$ cat src/rtl/nor_cyc_pkg.sv
package nor_cyc_pkg;

  typedef enum logic [2:0] {
    PH_IDLE,
    PH_WWAIT,
    PH_WSU,
    PH_WLO,
    PH_WHO,
    PH_WRC,
    PH_RACC,
    PH_RRC
  } phase_e;

  function automatic int ns2cyc(int ns, int per);
    int c;
    c = (ns + per - 1) / per;
    if (c < 1) c = 1;
    return c;
  endfunction

  function automatic int imax(int a, int b);
    return (a > b) ? a : b;
  endfunction

endpackage

$ cat src/rtl/nor_phase_timer.sv
module nor_phase_timer #(
  parameter int CW = 5
) (
  input  logic          clk_i,
  input  logic          rst_ni,
  input  logic          load_i,
  input  logic [CW-1:0] len_i,
  output logic          last_o
);
  logic [CW-1:0] cnt_q;

  always_ff @(posedge clk_i or negedge rst_ni) begin
    if (!rst_ni)           cnt_q <= '0;
    else if (load_i)       cnt_q <= len_i - CW'(1);
    else if (cnt_q != '0)  cnt_q <= cnt_q - CW'(1);
  end

  assign last_o = (cnt_q == '0);

  // every phase lasts at least one cycle
  p_len_nonzero_r4: assert property (@(posedge clk_i) disable iff (!rst_ni)
    load_i |-> (len_i != '0));

endmodule

$ cat src/rtl/nor_turnaround.sv
module nor_turnaround #(
  parameter int CW  = 5,
  parameter int REL = 13
) (
  input  logic clk_i,
  input  logic rst_ni,
  input  logic arm_i,
  output logic ok_o
);
  logic [CW-1:0] cnt_q;

  always_ff @(posedge clk_i or negedge rst_ni) begin
    if (!rst_ni)          cnt_q <= '0;
    else if (arm_i)       cnt_q <= CW'(REL);
    else if (cnt_q != '0) cnt_q <= cnt_q - CW'(1);
  end

  assign ok_o = (cnt_q == '0);

  p_arm_blocks_r9: assert property (@(posedge clk_i) disable iff (!rst_ni)
    arm_i |=> !ok_o);

endmodule

$ cat src/rtl/nor_cycle_seq.sv
module nor_cycle_seq
  import nor_cyc_pkg::*;
#(
  parameter int CW   = 5,
  parameter int L_SU = 3,
  parameter int L_LO = 13,
  parameter int L_HO = 3,
  parameter int L_RC = 6,
  parameter int L_AC = 25,
  parameter int L_RR = 1
) (
  input  logic          clk_i,
  input  logic          rst_ni,
  input  logic          req_i,
  input  logic          we_i,
  input  logic          rel_ok_i,
  input  logic          tmr_last_i,
  output phase_e        phase_o,
  output logic          tmr_load_o,
  output logic [CW-1:0] tmr_len_o,
  output logic          accept_o,
  output logic          arm_o,
  output logic          capture_o,
  output logic          done_o
);
  phase_e ph_q, ph_d;

  always_ff @(posedge clk_i or negedge rst_ni) begin
    if (!rst_ni) ph_q <= PH_IDLE;
    else         ph_q <= ph_d;
  end

  always_comb begin
    ph_d       = ph_q;
    tmr_load_o = 1'b0;
    tmr_len_o  = '0;
    accept_o   = 1'b0;
    arm_o      = 1'b0;
    capture_o  = 1'b0;
    unique case (ph_q)
      PH_IDLE: if (req_i) begin
        accept_o = 1'b1;
        if (we_i) begin
          if (rel_ok_i) begin
            ph_d = PH_WSU; tmr_load_o = 1'b1; tmr_len_o = CW'(L_SU);
          end else begin
            ph_d = PH_WWAIT;
          end
        end else begin
          ph_d = PH_RACC; tmr_load_o = 1'b1; tmr_len_o = CW'(L_AC);
        end
      end
      PH_WWAIT: if (rel_ok_i) begin
        ph_d = PH_WSU; tmr_load_o = 1'b1; tmr_len_o = CW'(L_SU);
      end
      PH_WSU: if (tmr_last_i) begin
        ph_d = PH_WLO; tmr_load_o = 1'b1; tmr_len_o = CW'(L_LO);
      end
      PH_WLO: if (tmr_last_i) begin
        ph_d = PH_WHO; tmr_load_o = 1'b1; tmr_len_o = CW'(L_HO);
      end
      PH_WHO: if (tmr_last_i) begin
        ph_d = PH_WRC; tmr_load_o = 1'b1; tmr_len_o = CW'(L_RC);
      end
      PH_WRC: if (tmr_last_i) ph_d = PH_IDLE;
      PH_RACC: if (tmr_last_i) begin
        ph_d = PH_RRC; tmr_load_o = 1'b1; tmr_len_o = CW'(L_RR);
        arm_o = 1'b1; capture_o = 1'b1;
      end
      PH_RRC: if (tmr_last_i) ph_d = PH_IDLE;
      default: ph_d = PH_IDLE;
    endcase
  end

  assign phase_o = ph_q;
  assign done_o  = ((ph_q == PH_WRC) || (ph_q == PH_RRC)) && tmr_last_i;

  p_wait_only_after_accept_r9: assert property (@(posedge clk_i) disable iff (!rst_ni)
    (ph_q == PH_WWAIT) |-> !rel_ok_i || (ph_d == PH_WSU));

endmodule

$ cat src/rtl/nor_cycle_gen.sv
module nor_cycle_gen
  import nor_cyc_pkg::*;
#(
  parameter int AW              = 21,
  parameter int DW              = 16,
  parameter int CLK_PERIOD_NS   = 4,
  parameter int T_CE_SETUP_NS   = 10,
  parameter int T_WE_LOW_NS     = 50,
  parameter int T_WE_HIGH_NS    = 30,
  parameter int T_WR_SETUP_NS   = 50,
  parameter int T_WR_HOLD_NS    = 5,
  parameter int T_CE_HOLD_NS    = 10,
  parameter int T_CYCLE_NS      = 100,
  parameter int T_ADDR_ACC_NS   = 100,
  parameter int T_CE_ACC_NS     = 100,
  parameter int T_OE_ACC_NS     = 45,
  parameter int T_OE_REL_NS     = 20,
  parameter int T_CE_REL_NS     = 50
) (
  input  logic          clk_i,
  input  logic          rst_ni,
  input  logic          req_i,
  input  logic          we_i,
  input  logic [AW-1:0] addr_i,
  input  logic [DW-1:0] wdata_i,
  output logic          ready_o,
  output logic          done_o,
  output logic [DW-1:0] rdata_o,
  output logic [AW-1:0] flash_addr_o,
  output logic [DW-1:0] flash_dq_o,
  output logic          flash_dq_oe_o,
  input  logic [DW-1:0] flash_dq_i,
  output logic          flash_ce_no,
  output logic          flash_oe_no,
  output logic          flash_we_no
);
  localparam int P     = CLK_PERIOD_NS;
  localparam int L_SU  = ns2cyc(T_CE_SETUP_NS, P);
  localparam int L_LO  = imax(ns2cyc(T_WE_LOW_NS, P), ns2cyc(T_WR_SETUP_NS, P));
  localparam int L_HO  = imax(ns2cyc(T_WR_HOLD_NS, P), ns2cyc(T_CE_HOLD_NS, P));
  localparam int L_CY  = ns2cyc(T_CYCLE_NS, P);
  localparam int L_RC  = imax(1, imax(ns2cyc(T_WE_HIGH_NS, P) - L_HO,
                                      L_CY - (L_SU + L_LO + L_HO)));
  localparam int L_AC  = imax(ns2cyc(T_ADDR_ACC_NS, P),
                              imax(ns2cyc(T_CE_ACC_NS, P), ns2cyc(T_OE_ACC_NS, P)));
  localparam int L_RR  = imax(1, L_CY - L_AC);
  localparam int L_REL = imax(ns2cyc(T_OE_REL_NS, P), ns2cyc(T_CE_REL_NS, P));
  localparam int L_MAX = imax(imax(imax(L_SU, L_LO), imax(L_HO, L_RC)),
                              imax(imax(L_AC, L_RR), L_REL));
  localparam int CW    = $clog2(L_MAX + 1);

  phase_e        phase;
  logic          tmr_load, tmr_last, accept, arm, capture, rel_ok;
  logic [CW-1:0] tmr_len;
  logic [AW-1:0] addr_q;
  logic [DW-1:0] wdata_q, rdata_q;

  nor_cycle_seq #(
    .CW(CW), .L_SU(L_SU), .L_LO(L_LO), .L_HO(L_HO),
    .L_RC(L_RC), .L_AC(L_AC), .L_RR(L_RR)
  ) u_seq (
    .clk_i      (clk_i),
    .rst_ni     (rst_ni),
    .req_i      (req_i),
    .we_i       (we_i),
    .rel_ok_i   (rel_ok),
    .tmr_last_i (tmr_last),
    .phase_o    (phase),
    .tmr_load_o (tmr_load),
    .tmr_len_o  (tmr_len),
    .accept_o   (accept),
    .arm_o      (arm),
    .capture_o  (capture),
    .done_o     (done_o)
  );

  nor_phase_timer #(.CW(CW)) u_tmr (
    .clk_i  (clk_i),
    .rst_ni (rst_ni),
    .load_i (tmr_load),
    .len_i  (tmr_len),
    .last_o (tmr_last)
  );

  nor_turnaround #(.CW(CW), .REL(L_REL)) u_turn (
    .clk_i  (clk_i),
    .rst_ni (rst_ni),
    .arm_i  (arm),
    .ok_o   (rel_ok)
  );

  always_ff @(posedge clk_i or negedge rst_ni) begin
    if (!rst_ni) begin
      addr_q  <= '0;
      wdata_q <= '0;
    end else if (accept) begin
      addr_q  <= addr_i;
      wdata_q <= wdata_i;
    end
  end

  always_ff @(posedge clk_i or negedge rst_ni) begin
    if (!rst_ni)      rdata_q <= '0;
    else if (capture) rdata_q <= flash_dq_i;
  end

  assign ready_o       = (phase == PH_IDLE);
  assign rdata_o       = rdata_q;
  assign flash_addr_o  = addr_q;
  assign flash_dq_o    = wdata_q;
  assign flash_dq_oe_o = (phase == PH_WSU) || (phase == PH_WLO) || (phase == PH_WHO);
  assign flash_ce_no   = !((phase == PH_WSU) || (phase == PH_WLO) ||
                           (phase == PH_WHO) || (phase == PH_RACC));
  assign flash_oe_no   = (phase != PH_RACC);
  assign flash_we_no   = (phase != PH_WLO);

  p_ce_before_we_r3: assert property (@(posedge clk_i) disable iff (!rst_ni)
    $fell(flash_we_no) |-> $past(!flash_ce_no));

  p_ce_hold_r5: assert property (@(posedge clk_i) disable iff (!rst_ni)
    $rose(flash_we_no) |-> !flash_ce_no && flash_dq_oe_o);

  p_addr_stable_r4: assert property (@(posedge clk_i) disable iff (!rst_ni)
    (!flash_we_no && $past(!flash_we_no)) |-> $stable(flash_addr_o) && $stable(flash_dq_o));

  p_oe_with_ce_r7: assert property (@(posedge clk_i) disable iff (!rst_ni)
    !flash_oe_no |-> !flash_ce_no && flash_we_no);

  p_no_contention_r10: assert property (@(posedge clk_i) disable iff (!rst_ni)
    !flash_oe_no |-> !flash_dq_oe_o);

  p_drive_after_release_r9: assert property (@(posedge clk_i) disable iff (!rst_ni)
    $rose(flash_dq_oe_o) |-> rel_ok);

  p_done_pulse_r2: assert property (@(posedge clk_i) disable iff (!rst_ni)
    done_o |=> !done_o && ready_o);

  p_busy_no_accept_r11: assert property (@(posedge clk_i) disable iff (!rst_ni)
    (!ready_o && !done_o) |=> $stable(flash_addr_o));

endmodule

$ cat config.mk
export PLATFORM = sky130hd
export DESIGN_NAME = nor_cycle_gen
export DESIGN_NICKNAME = d
export VERILOG_FILES = /design/src/rtl/nor_cyc_pkg.sv /design/src/rtl/nor_phase_timer.sv /design/src/rtl/nor_turnaround.sv /design/src/rtl/nor_cycle_seq.sv /design/src/rtl/nor_cycle_gen.sv
export SDC_FILE = /design/constraint.sdc
export NUM_CORES = 1
export LEC_CHECK = 0
export BUFFER_PORTS_ARGS = -buffer_cell sky130_fd_sc_hd__buf_2
export CAP_MARGIN = 20
export CORE_MARGIN = 5
export CORE_UTILIZATION = 43
export CTS_CLUSTER_DIAMETER = 150
export DETAILED_ROUTE_END_ITERATION = 10
export GPL_TIMING_DRIVEN = 0
export PLACE_DENSITY = 0.84
export SLEW_MARGIN = 20
export SYNTH_ARGS = -nofsm -noshare
export SYNTH_HDL_FRONTEND = slang
export SYNTH_SLANG_ARGS = --single-unit
$ cat constraint.sdc
create_clock -name clk_i -period 2.03 [get_ports clk_i]
set_clock_uncertainty 0.1 [all_clocks]
set_input_delay 0.406 -clock clk_i [delete_from_list [all_inputs] [get_ports clk_i]]
set_output_delay 0.406 -clock clk_i [all_outputs]
set_load 0.1 [all_outputs]
==> results of run 1 <==
## stage by stage
step                      setup TNS [ps]    util
after floorplan                   -892.8       -
after detailed placement           -1275  0.5596
after global routing               -1505  0.6277
after CTS                         -209.4  0.6013
after global placement             -1109  0.5549
final                             -253.5  0.6277
## repair_timing
item,CTS,global route
setup endpoints to repair,9,26
hold buffers,1,0
setup buffers,5,10
pin swaps,2,5
gates resized for setup,15,23
hold endpoints to repair,13,0
## metal layers
metal / track usage / vias up
li1: - / 1035
met3: 0.06860 / 15
met5: 0 / -
met1: 0.1929 / 1098
met4: 0.06112 / 0
met2: 0.2794 / 83
## area by class of cell
cell class,instances,area (um2)
multi-input combinational,132,1244
inverter,4,18.77
timing repair buffer,132,764.5
sequential,66,1653
clock inverter,2,12.51
clock buffer,13,158.9
buffer,9,61.31
tap,77,96.34
fill,528,2377
## cells by family (layout without fill, tap and decap cells)
group	count (synthesis)	after routing	share of synthesized area
AND/OR/NAND/NOR	44	44	0.09076
AO/OA/AOI/OAI	27	27	0.06242
buffers and inverters	13	160	0.02125
flip-flops	66	66	0.5843
adder cells (fa/ha/maj)	3	3	0.01328
XOR/XNOR	3	3	0.009298
multiplexers	55	55	0.2187
## cell usage in the layout, fill, tap and decap left out, drive strengths merged, types with 4 or more instances in the layout
master  netlist  final
nor2b         5      5
clkbuf        2     14
a21oi         4      4
buf           7    139
o21ai         5      5
dfrtp        66     66
a31oi         5      5
mux2         54     54
nand2        13     13
nor2          9      9
## path summary, 6_finish.rpt
| path | slack, ps | to |
|---|---|---|
| worst max-delay path | -150 | u_tmr.cnt_q[4]$_DFFE_PN0P_ |
| worst min-delay path | 180 | rdata_o[9]$_DFFE_PN0P_ |
| worst max register to register | -150 | u_tmr.cnt_q[4]$_DFFE_PN0P_ |
| worst min register to register | 380 | flash_addr_o[15]$_DFFE_PN0P_ |
| max in group asynchronous | 920 | u_seq.phase_o[0]$_DFFE_PN0P_ |
| min in group asynchronous | 370 | rdata_o[14]$_DFFE_PN0P_ |
## cells in the mapped netlist
cell / count
nor3b_1: 1
and2_1: 1
o21ai_0: 3
o22ai_1: 2
o21a_1: 2
nor2b_1: 5
a22oi_1: 1
nor4b_4: 1
clkbuf_1: 2
nand3_1: 2
nand3_2: 1
nand4_1: 1
nand2b_1: 1
nor4b_2: 1
o21ai_1: 2
mux2_2: 29
nor4_1: 1
dfrtp_1: 66
nand2_1: 13
mux2_1: 25
mux2i_1: 1
a211oi_1: 1
o221a_2: 1
a21oi_1: 4
a21o_1: 1
ha_1: 3
nor3_1: 2
o211ai_1: 2
inv_1: 4
a31oi_1: 5
xnor2_1: 3
and2_2: 1
or3_1: 1
nand3b_1: 1
nor3_2: 1
nor2_1: 9
o221ai_1: 1
buf_4: 1
buf_2: 6
and3b_2: 1
o21bai_1: 1
o31ai_1: 1
## sequential cells by signal (all words and copies together), names as in the netlist
signal,cells
u_turn.cnt_q,5
u_tmr.cnt_q,5
flash_dq_o,16
rdata_o,16
flash_addr_o,21
u_seq.phase_o,3
==> flow_summary.yaml, run 1 <==
floorplanning:
  row_count: 29
  die_x_um: 91.08
  die_h_um: 91.08
  start_util: 0.4426
  die-area_um2: 8295
  core_area_um2: 6386
  ios: 116
setup_path:
  crit_chain: "inv_2 > ha_4 > nor4b_4 > o221a_2 > a31oi_4 > o22ai_2 > ha_4 > a31oi_2 > o22ai_1 > a22oi_1"
  crit_start: "u_turn.cnt_q[0]$_DFFE_PN0P_"
  crit_type: "register to register"
  slowest_delay_ps: 400
  crit_fanout: 4
  reg2regPathDepth: 10
  crit_buf_inv: 1
  critical_path.top_delay_family: "compound AO/OA/AOI/OAI gates"
  crit_cells: 10
  crit_path_start_kind: "register"
  worstReg2RegStart: "u_turn.cnt_q[0]$_DFFE_PN0P_"
  endpoint_kind: "register"
  cp_slowest_cell: "dfrtp_1"
  cp_common_cell: "ha_4"
  cp.arrival_ps: 2270
  cp.required_ps: 2120
placed_design:
  detailed_place.area_um2: 3573
  preCtsSetupSlack_ps: -532.1
  dp_hpwl_mm: 4.876
  place_inst: 404
  gp_congestion: 0.8464
  portBuffers: 115
global_routing:
  grt_antenna_before_repair: 0
  grt_overflow_total: 0
  grt_pass1_vias: 2351
  grt_max_degree: 54
  grt_pass1_wl_mm: 11.18
  grtUsageTotal: 0.1673
layout:
  fin_cells: 435
  drive_gt1_frac: 0.5866
  fin_nets: 414
  design_area_um2: 4009
  diodes: 0
  area_growth_pct: 41.83
timing:
  slew_violations: 0
  period_share: 1.075
  fin_ws_ps: -151.4
  hold_viol_final: 0
  slew_headroom: 0.6682
  rsz0062_at_grt: "yes"
  worst_pin_slew_ps: 501.1
  finalCriticalPeriod_ps: 2181
  hold_slack_ps: 184.4
  timing.fmax_mhz: 458.4
  setup_violations: 4
hold_path:
  min_path_type: "input pin to register"
  holdPathStages: 2
  worstHoldStart: "flash_dq_i[9]"
yosys:
  synth.top_cell.area_share: 0.5843
  synth-seq-cells: 66
  syn_nets: 271
  syn_inst: 211
  synthTopCellsByArea: "dfrtp_1 58%, mux2_2 12%, mux2_1 10%"
  yosysWarningCount: 0
  syn_area_um2: 2826
  avgSynthCellArea_um2: 13.40
  synth_cell_types: 42
  yosysSeqAreaShare: 0.5843
  synth_top_area_cell: "dfrtp_1"
drt:
  top_layer_used: "met4"
  drt_first_pass_iters: 4
  wire_per_inst_um: 16.13
  ant_nets: 0
  route.detailed.drc: 0
  wl_met2_mm: 3.541
  vias_per_cell: 5.129
  via_count: 2231
  wl_met3_um: 552
  met1_length_mm: 2.781
  wirelength_mm: 7.015
  dr.first_iter.drc_count: 51
flow_run:
  drv_cap: 0
clock_network:
  cts_buffer_depth: 2
  cts_inserted_buffers: 9
  cts_sinks: 66
  cts_root_buf: "clkbuf_8"
  cts_tree: "built"
  clk_pin_slew_ps: 70
  clk_latency_ps: 330
  h-tree-depth: 3
run_status:
  outcome: "finished, violations left"
  violations: "negative setup slack"
Power of run 1 is not shown: default switching activity piles up to over one toggle a cycle in this logic, so the estimate is an artifact.
==> run 2, diff against run 1 <==
--- a/config.mk
+++ b/config.mk
@@ -8,11 +8,12 @@
 export BUFFER_PORTS_ARGS = -buffer_cell sky130_fd_sc_hd__buf_2
 export CAP_MARGIN = 20
 export CORE_MARGIN = 5
-export CORE_UTILIZATION = 43
+export CORE_UTILIZATION = 48
 export CTS_CLUSTER_DIAMETER = 150
 export DETAILED_ROUTE_END_ITERATION = 10
+export GPL_ROUTABILITY_DRIVEN = 1
 export GPL_TIMING_DRIVEN = 0
-export PLACE_DENSITY = 0.84
+export PLACE_DENSITY = 0.89
 export SLEW_MARGIN = 20
 export SYNTH_ARGS = -nofsm -noshare
 export SYNTH_HDL_FRONTEND = slang
==> constraint.sdc (replaced) <==
create_clock -name clk_i -period 2.5 [get_ports clk_i]
set_clock_uncertainty 0.1 [all_clocks]
set_input_delay 0.5 -clock clk_i [delete_from_list [all_inputs] [get_ports clk_i]]
set_output_delay 0.5 -clock clk_i [all_outputs]
set_load 0.1 [all_outputs]
==> run 2 against run 1 <==
  * The flow now finishes without violations
  * Utilization grew 2.3 points
  * Cell area shrank 5.6%
  * Worst hold slack better by 98 ps
  * Cell count fell by 3.0%
  * Sequential cell count stayed put
  * First-iteration DRC count up 24%
  * Sequential share of layout area is 2.4 points higher
  * Critical path depth down 6
  * Via count decreased by 4.1%
  * Global-route usage rose by 0.85 points
  * Clock-buffer cell count down 1
  * Wire length is 11% lower
  * Critical path type is now register to primary output
  * Largest cell class unchanged
==> flow_summary.yaml, run 2 (synthesis results as in run 1) <==
flow_run:
  drv_cap: 0
global_routing:
  grt_antenna_before_repair: 0
  grt_pass1_vias: 2230
  grtUsageTotal: 0.1758
  grt_pass1_wl_mm: 10.31
  grt_max_degree: 61
  grt_overflow_total: 0
placed_design:
  dp_hpwl_mm: 4.669
  gp_congestion: 0.7943
  portBuffers: 115
layout:
  fin_nets: 402
  most-common-layout-cells: "117 x buf_2, 66 x dfrtp_1, 29 x mux2_2"
  fill_cells: 474
  largest_reg_flops: 21
  diodes: 0
  layout_commonest_cell: "buf_2"
  post-route-util: 0.6510
  drive_gt1_frac: 0.5245
  area_growth_pct: 33.95
setup_path:
  cp.arrival_ps: 1750
  cp.required_ps: 1900
  crit_type: "register to primary output"
  crit_path_start_kind: "register"
  crit_fanout: 8
  reg2reg_slack_ps: 180
  endpoint_kind: "primary output"
clock_network:
  cts_inserted_buffers: 9
  cts_tree: "built"
  clk_pin_slew_ps: 70
  h-tree-depth: 3
  cts_sinks: 66
  clk_latency_ps: 330
  cts_buffer_depth: 2
  cts_root_buf: "clkbuf_8"
drt:
  vias_per_cell: 5.071
  ant_nets: 0
  wirelength_mm: 6.245
  wire_per_inst_um: 14.80
  drt_first_pass_iters: 4
  dr.first_iter.drc_count: 63
  route.detailed.drc: 0
  via_count: 2140
timing:
  slew_headroom: 0.6758
  slew_violations: 0
  worst_pin_slew_ps: 484.6
  hold_slack_ps: 282.5
  hold_viol_final: 0
  finalCriticalPeriod_ps: 2355
  timing.fmax_mhz: 424.7
  period_share: 0.9419
  setup_violations: 0
run_status:
  outcome: "complete, no violations"
hold_path:
  min_path_type: "input pin to register"
floorplanning:
  start_util: 0.4860
  ios: 116
  row_count: 28
  core_area_um2: 5816
  die-area_um2: 7523
  die_x_um: 86.74
  die_h_um: 86.74
run 2: cell types whose count changed in the layout (fill, tap and decap cells not counted), moves of 2 or more:
| cell | change |
|---|---|
| buf_4 | -16 |
| buf_2 | +3 |
| clkbuf_4 | +3 |
| inv_1 | +3 |
| nor2_1 | +3 |
| clkbuf_8 | -2 |
| ha_4 | -2 |
| inv_2 | -2 |
| nor2_4 | -2 |
| o21ai_2 | -2 |
run 2: final timing paths:
kind | depth (start not counted) | end | from
setup reg to reg | 11 | u_tmr.cnt_q[4]$_DFFE_PN0P_ | u_turn.cnt_q[0]$_DFFE_PN0P_
hold / removal | 2 | rdata_o[12]$_DFFE_PN0P_ | flash_dq_i[12]
hold reg to reg | 1 | flash_addr_o[14]$_DFFE_PN0P_ | flash_addr_o[14]$_DFFE_PN0P_
max in group asynchronous | 3 | flash_dq_o[8]$_DFFE_PN0P_ | rst_ni
setup / recovery | 4 | flash_ce_no | u_seq.phase_o[2]$_DFFE_PN0P_
min in group asynchronous | 2 | rdata_o[15]$_DFFE_PN0P_ | rst_ni
run 2: metal layers:
layer | wire [um] | vias to the layer above | share of wire | GRT usage
li1 | - | 1021 | - | -
met1 | 2482 | 1028 | 0.40 | 0.2057
met2 | 3153 | 81 | 0.50 | 0.2942
met3 | 530 | 10 | 0.085 | 0.05989
met4 | 78 | 0 | 0.012 | 0.07507
met5 | 0 | - | 0 | 0
run 2: repair_timing:
action                     4_1_cts  5_1_grt
hold buffers                     1        0
buffers inserted                 2        1
setup endpoints to repair        1        4
gates resized for setup          0        8
hold endpoints to repair         6        0
run 2: worst max-delay path, cell delays in order (launching register included):
cell and delay (ps):
dfrtp_1 420, nor2_1 400, a21oi_1 150, inv_1 120
clkbuf_4 340
run 2: final cells by class:
type | instances | area [um2] | share of cell area
clock buffers | 12 | 145.1 | 0.03833
inverters | 4 | 15.01 | 0.003966
flip-flops and latches | 66 | 1652 | 0.4362
repair buffers | 120 | 645.6 | 0.1705
well taps | 75 | 93.84 | 0.02479
plain buffers | 9 | 46.29 | 0.01223
multi-input cells | 132 | 1137 | 0.3004
clock inverters | 4 | 51.30 | 0.01355
run 2: through the flow:
step | area [um2] | setup TNS, ps | worst slack [ps] | std cells
2_1_floorplan | 2834 | -4.083 | -4.083 | 211
3_3_place_gp | 3503 | -76.63 | -76.63 | 401
3_5_place_dp | 3533 | -164.1 | -164.1 | 402
4_1_cts | 3755 | 0 | 19.35 | 421
5_1_grt | 3786 | -6.247 | -6.247 | 422
6_report | 3786 | 0 | 145.2 | 422
Power of run 2 is left out for the same reason.
